`config.mk`:
```
export PLATFORM = sky130hd
export DESIGN_NAME = ts_capture_unit
export DESIGN_NICKNAME = d
export VERILOG_FILES = /design/src/rtl/ts_pkg.sv /design/src/rtl/ts_tick_gen.sv /design/src/rtl/ts_counter.sv /design/src/rtl/ts_capture.sv /design/src/rtl/ts_capture_unit.sv
export SDC_FILE = /design/constraint.sdc
export NUM_CORES = 1
export LEC_CHECK = 0
export BUFFER_PORTS_ARGS = -buffer_cell sky130_fd_sc_hd__buf_2
export CORE_ASPECT_RATIO = 1.25
export CORE_MARGIN = 3
export CORE_UTILIZATION = 49
export CTS_BUF_LIST = sky130_fd_sc_hd__clkbuf_8 sky130_fd_sc_hd__clkbuf_16
export CTS_CLUSTER_SIZE = 40
export DETAILED_ROUTE_END_ITERATION = 10
export PLACE_DENSITY_LB_ADDON = 0.05
export SYNTH_ARGS = -nofsm -noshare
export SYNTH_HDL_FRONTEND = slang
export SYNTH_SLANG_ARGS = --single-unit
```
`constraint.sdc`:
```
create_clock -name clk -period 2.89 [get_ports clk]
set_input_delay 0.1445 -clock clk [delete_from_list [all_inputs] [get_ports clk]]
set_output_delay 0.1445 -clock clk [all_outputs]
set_load 0.05 [all_outputs]
```
`src/rtl/ts_pkg.sv`:
```
// Shared types for the timestamp capture unit.
package ts_pkg;
    // Source of the counter advance tick.
    typedef enum logic {
        TICK_EVENT   = 1'b0,
        TICK_CARRIER = 1'b1
    } tick_src_e;
endpackage

```
`src/rtl/ts_tick_gen.sv`:
```
// Decodes the event stream into a tick pulse and a sync hit.
// In carrier mode the tick is every DIV-th carrier_en pulse. The divider
// phase restarts on a sync hit. Assumes DIV >= 2. Both outputs are
// combinational and valid in the same cycle as their inputs.
module ts_tick_gen #(
    parameter int CODE_W = 8,
    parameter int DIV    = 10
) (
    input  logic              clk,
    input  logic              rst_n,
    input  logic              ev_valid,
    input  logic [CODE_W-1:0] ev_code,
    input  logic              carrier_en,
    input  ts_pkg::tick_src_e tick_src,
    input  logic [CODE_W-1:0] tick_code,
    input  logic [CODE_W-1:0] sync_code,
    output logic              tick,
    output logic              sync_hit
);
    localparam int PRE_W = $clog2(DIV);
    localparam logic [PRE_W-1:0] PRE_LAST = PRE_W'(DIV - 1);

    logic [PRE_W-1:0] pre_q;
    logic             pre_wrap;
    logic             ev_tick;

    // Decode the matches for the sync code and the tick code.
    always_comb begin
        sync_hit = ev_valid && (ev_code == sync_code);
        ev_tick  = ev_valid && (ev_code == tick_code);
        pre_wrap = carrier_en && (pre_q == PRE_LAST);
        tick     = (tick_src == ts_pkg::TICK_CARRIER) ? pre_wrap : ev_tick;
    end

    // Carrier divider, restarted by a sync hit.
    always_ff @(posedge clk) begin
        if (!rst_n || sync_hit)
            pre_q <= '0;
        else if (carrier_en)
            pre_q <= pre_wrap ? '0 : pre_q + PRE_W'(1);
    end
endmodule

```
`src/rtl/ts_counter.sv`:
```
// Wrapping timestamp counter. A clear has priority over an advance.
module ts_counter #(
    parameter int TS_W = 32
) (
    input  logic            clk,
    input  logic            rst_n,
    input  logic            tick,
    input  logic            clear,
    output logic [TS_W-1:0] count
);
    // Advance by one on a tick or clear on sync, wrapping at all ones.
    always_ff @(posedge clk) begin
        if (!rst_n || clear)
            count <= '0;
        else if (tick)
            count <= count + TS_W'(1);
    end
endmodule

```
`src/rtl/ts_capture.sv`:
```
// Holds the snapshot of the count and produces the host-facing flags.
// A capture takes the count before this edge's update. Every flag is
// registered and so appears one cycle after its cause.
module ts_capture #(
    parameter int TS_W   = 32,
    parameter int NUM_CH = 4
) (
    input  logic              clk,
    input  logic              rst_n,
    input  logic [NUM_CH-1:0] trig,
    input  logic [TS_W-1:0]   count,
    input  logic              rd_ack,
    input  logic              irq_en,
    input  logic              sync_hit,
    output logic [TS_W-1:0]   held,
    output logic              irq,
    output logic              overrun,
    output logic              sync_flag
);
    logic cap;
    logic unread_q;

    // Any channel trigger is a capture.
    always_comb cap = |trig;

    // Holding register for the snapshot.
    always_ff @(posedge clk) begin
        if (!rst_n)
            held <= '0;
        else if (cap)
            held <= count;
    end

    // Track unacknowledged captures and the sticky overrun flag.
    always_ff @(posedge clk) begin
        if (!rst_n) begin
            unread_q <= 1'b0;
            overrun  <= 1'b0;
        end else begin
            if (cap)
                unread_q <= 1'b1;
            else if (rd_ack)
                unread_q <= 1'b0;
            if (cap && unread_q && !rd_ack)
                overrun <= 1'b1;
            else if (rd_ack)
                overrun <= 1'b0;
        end
    end

    // One-cycle interrupt and sync pulses.
    always_ff @(posedge clk) begin
        if (!rst_n) begin
            irq       <= 1'b0;
            sync_flag <= 1'b0;
        end else begin
            irq       <= cap && irq_en;
            sync_flag <= sync_hit;
        end
    end
endmodule

```
`src/rtl/ts_capture_unit.sv`:
```
// Top of the timestamp capture unit. It connects the tick decoder, the
// wrapping counter and the capture stage. Assumes the event strobes and
// carrier_en are already synchronous to clk.
module ts_capture_unit #(
    parameter int TS_W   = 32,
    parameter int CODE_W = 8,
    parameter int NUM_CH = 4,
    parameter int DIV    = 10
) (
    input  logic              clk,
    input  logic              rst_n,
    input  logic              ev_valid,
    input  logic [CODE_W-1:0] ev_code,
    input  logic              carrier_en,
    input  logic              cfg_tick_src,
    input  logic [CODE_W-1:0] cfg_tick_code,
    input  logic [CODE_W-1:0] cfg_sync_code,
    input  logic              cfg_irq_en,
    input  logic [NUM_CH-1:0] trig,
    input  logic              rd_ack,
    output logic [TS_W-1:0]   ts_held,
    output logic              sync_flag,
    output logic              irq,
    output logic              overrun
);
    logic            tick_w;
    logic            sync_w;
    logic [TS_W-1:0] ts_count;
    ts_pkg::tick_src_e src_w;

    // Map the configuration bit onto the tick source type.
    always_comb src_w = ts_pkg::tick_src_e'(cfg_tick_src);

    ts_tick_gen #(.CODE_W(CODE_W), .DIV(DIV)) u_tick (
        .clk(clk), .rst_n(rst_n), .ev_valid(ev_valid), .ev_code(ev_code),
        .carrier_en(carrier_en), .tick_src(src_w), .tick_code(cfg_tick_code),
        .sync_code(cfg_sync_code), .tick(tick_w), .sync_hit(sync_w)
    );

    ts_counter #(.TS_W(TS_W)) u_cnt (
        .clk(clk), .rst_n(rst_n), .tick(tick_w), .clear(sync_w), .count(ts_count)
    );

    ts_capture #(.TS_W(TS_W), .NUM_CH(NUM_CH)) u_cap (
        .clk(clk), .rst_n(rst_n), .trig(trig), .count(ts_count), .rd_ack(rd_ack),
        .irq_en(cfg_irq_en), .sync_hit(sync_w), .held(ts_held), .irq(irq),
        .overrun(overrun), .sync_flag(sync_flag)
    );
endmodule

```
==> run metrics <==
status complete, no violations; gr busiest metal met2; sequential area share after synthesis 40.4%; Max VDD drop 351 µV; Post-synth EDFFs 0; synth unique cells 37; final-report max-slew violation count 0; setup violators final 0; HP Class primary input to flip-flop; buffers added on ports 69; Synth Register Bits 72; Power per Cell Area 476 nW/µm²; GR Layer Usage met1 23.4%; Sw Ratio 22.5%; syn_nets 466; starting density of the core 50.8%; unrepaired setup endpoints after global routing false; CTS Buf Count 9; Rows 34; clock share of power 43.7%; Arrival @ worst endpoint 2.46 ns; Pleak 1.54 nW; Synth Cell Area 3570 µm²; Max Cap Viol 0; Die Area 8340 µm²; non-filler instance count after layout 584; IO Pins 70; final hold vios 0; worst endpoint required time 3.13 ns; Mapped Cells 428; fin crit share 76.8%; drt pass-1 iters 4; Synth-to-Final Area Change 18.1%; Yosys warnings 0; first-pass GRT wire length 13100 µm; Final Util 60.0%; most used flip-flop cell after synthesis dfxtp_1; sequential share of power 49.9%; Tmin final 2.22 ns; antenna viol nets, final 0; commonest cells after routing, fill and taps aside nand2_1 (114), dfxtp_1 (72), buf_2 (69), a21oi_1 (21), a21boi_0 (21); Skew-Pair Late Insertion Delay 0.35 ns; Root Buffer clkbuf_8; net load switching power 0.450 mW; Avg Vias per Cell 5.37; met3 Use GR 3.47%; dpl ws 0.690 ns; fraction of registers with async set/reset 0%; f_max 451 MHz; ant diodes 0; width of the die 82.3 µm; final worst slack 0.671 ns; relative slew slack 56.5%; crit path kind flip-flop to flip-flop; crit path capture type flip-flop; vias 3137; Finished Cell Area 4210 µm²; commonest non-fill, non-tap cell in the layout nand2_1; gr usage total 20.0%; clk buf depth 2; vias in the first global route 2950; crit start category flip-flop; total congestion overflow 0; Worst-Margin Slew 0.647 ns; largest net degree at the start of global routing 46; initial antenna violation count 0; Post-DP Area 3980 µm²; average wire per standard cell 13.5 µm; dpl cells 568; CTS tree built; routed wire length 7890 µm; Final #Nets 528; combinational power share 6.4%; core area 7020 µm²; crit path max fanout 16; clk sink count 72; RD Place Congestion 0.828; post-cts sizing count 0; H-tree depth 3; Internal Power 1.55 mW; DR iter-0 viols 129; routing usage on met2 34.9%; Synth Area per Inst 8.33 µm²; setup_tns 0 ns; HPWL Detailed 5470 µm; Clock Skew 0.00848 ns; DRC viols 0; Clock Pin Slew Worst Setup and Hold Paths 0.08 ns; Die Ht 101 µm; share of layout cells above drive strength 1 20.0%
state kept, by name, summed over array words and instances, names as in the netlist:
name / flops
u_cap.held: 32
u_cap.irq: 1
u_cap.overrun: 1
u_cap.sync_flag: 1
u_cap.unread_q: 1
u_cnt.count: 32
u_tick.pre_q: 4
per-layer routing:
metal	share of wire [%]	up-vias	wire length (µm)
met3	4.4	9	347
met5	0	-	0
met1	45	1441	3530
li1	-	1625	-
met2	49	62	3880
met4	1.6	0	125
power by group through the flow:
stage	clock network [mW]	logic (mW)	registers, mW
final	0.876	0.128	1.00
after global routing	0.929	0.143	1.00
after CTS	0.904	0.130	1.00
after detailed placement	0	0.128	1.02
after global placement	0	0.125	1.02
after floorplan	0	0.0759	1.03
synthesized netlist by cell type, drive strengths merged (9+ instances only):
cell / count / area share (%)
a2111o: 14 / 4.4
nor2: 11 / 1.2
a21oi: 21 / 2.9
nand2: 114 / 12
a21boi: 36 / 7.6
nand2b: 15 / 2.6
dfxtp: 72 / 40
nand4: 9 / 1.8
mux2i: 18 / 5.1
clkbuf: 19 / 2.0
o21ai: 17 / 2.4
nand3: 18 / 2.5
path summary, 6_finish.rpt:
path | slack [ns] | from | cells after the start | endpoint
setup / recovery | 0.67 | u_tick.pre_q[0]$_SDFFE_PP0P_ | 6 | u_cnt.count[24]$_SDFFE_PP0P_
hold / removal | 0.02 | cfg_irq_en | 2 | u_cap.irq$_SDFF_PN0_
setup reg to reg | 0.67 | u_tick.pre_q[0]$_SDFFE_PP0P_ | 6 | u_cnt.count[24]$_SDFFE_PP0P_
hold reg to reg | 0.45 | u_cap.held[4]$_SDFFE_PN0N_ | 2 | u_cap.held[4]$_SDFFE_PN0N_
worst max-delay path: stages, from the launching register on:
cell	delay, ns
dfxtp_1	0.41
ha_1	0.21
and3b_1	0.22
and3_1	0.27
nand2_1	0.34
a2111o_1	0.52
mux2i_1	0.12
cell type report:
type | instances | area [µm²]
Tap cell | 90 | 113
Sequential cell | 72 | 1440
Inverter | 4 | 15.0
Fill cell | 671 | 2810
Clock buffer | 10 | 138
Timing Repair Buffer | 77 | 408
Multi-Input combinational cell | 326 | 2020
Clock inverter | 5 | 81.3
logic make-up after synthesis:
group                      count (synthesis)  share of synthesized area (%)
muxes                                     18                           5.05
xor gates and xnor gates                  16                           3.93
DFF                                       72                           40.4
and+or+nand+nor                          188                           24.7
buffers and inverters                     30                           3.40
AOI/OAI and AO/OA                        101                           21.5
adders and majority gates                  3                           1.05
through the flow:
| stage | total power, mW | hold slack (ns) |
|---|---|---|
| after global placement | 1.15 | 0.317 |
| final | 2.01 | 0.0169 |
| after global routing | 2.07 | 0.0331 |
| after floorplan | 1.10 | 0.221 |
| after CTS | 2.03 | 0.00203 |
| after detailed placement | 1.15 | 0.326 |
repair_timing:
item	4_1_cts	5_1_grt
endpoints found under the hold margin	1	0
hold buffers	1	0
setup buffers	0	0
No activity file was read; power rests on OpenSTA's default activity.
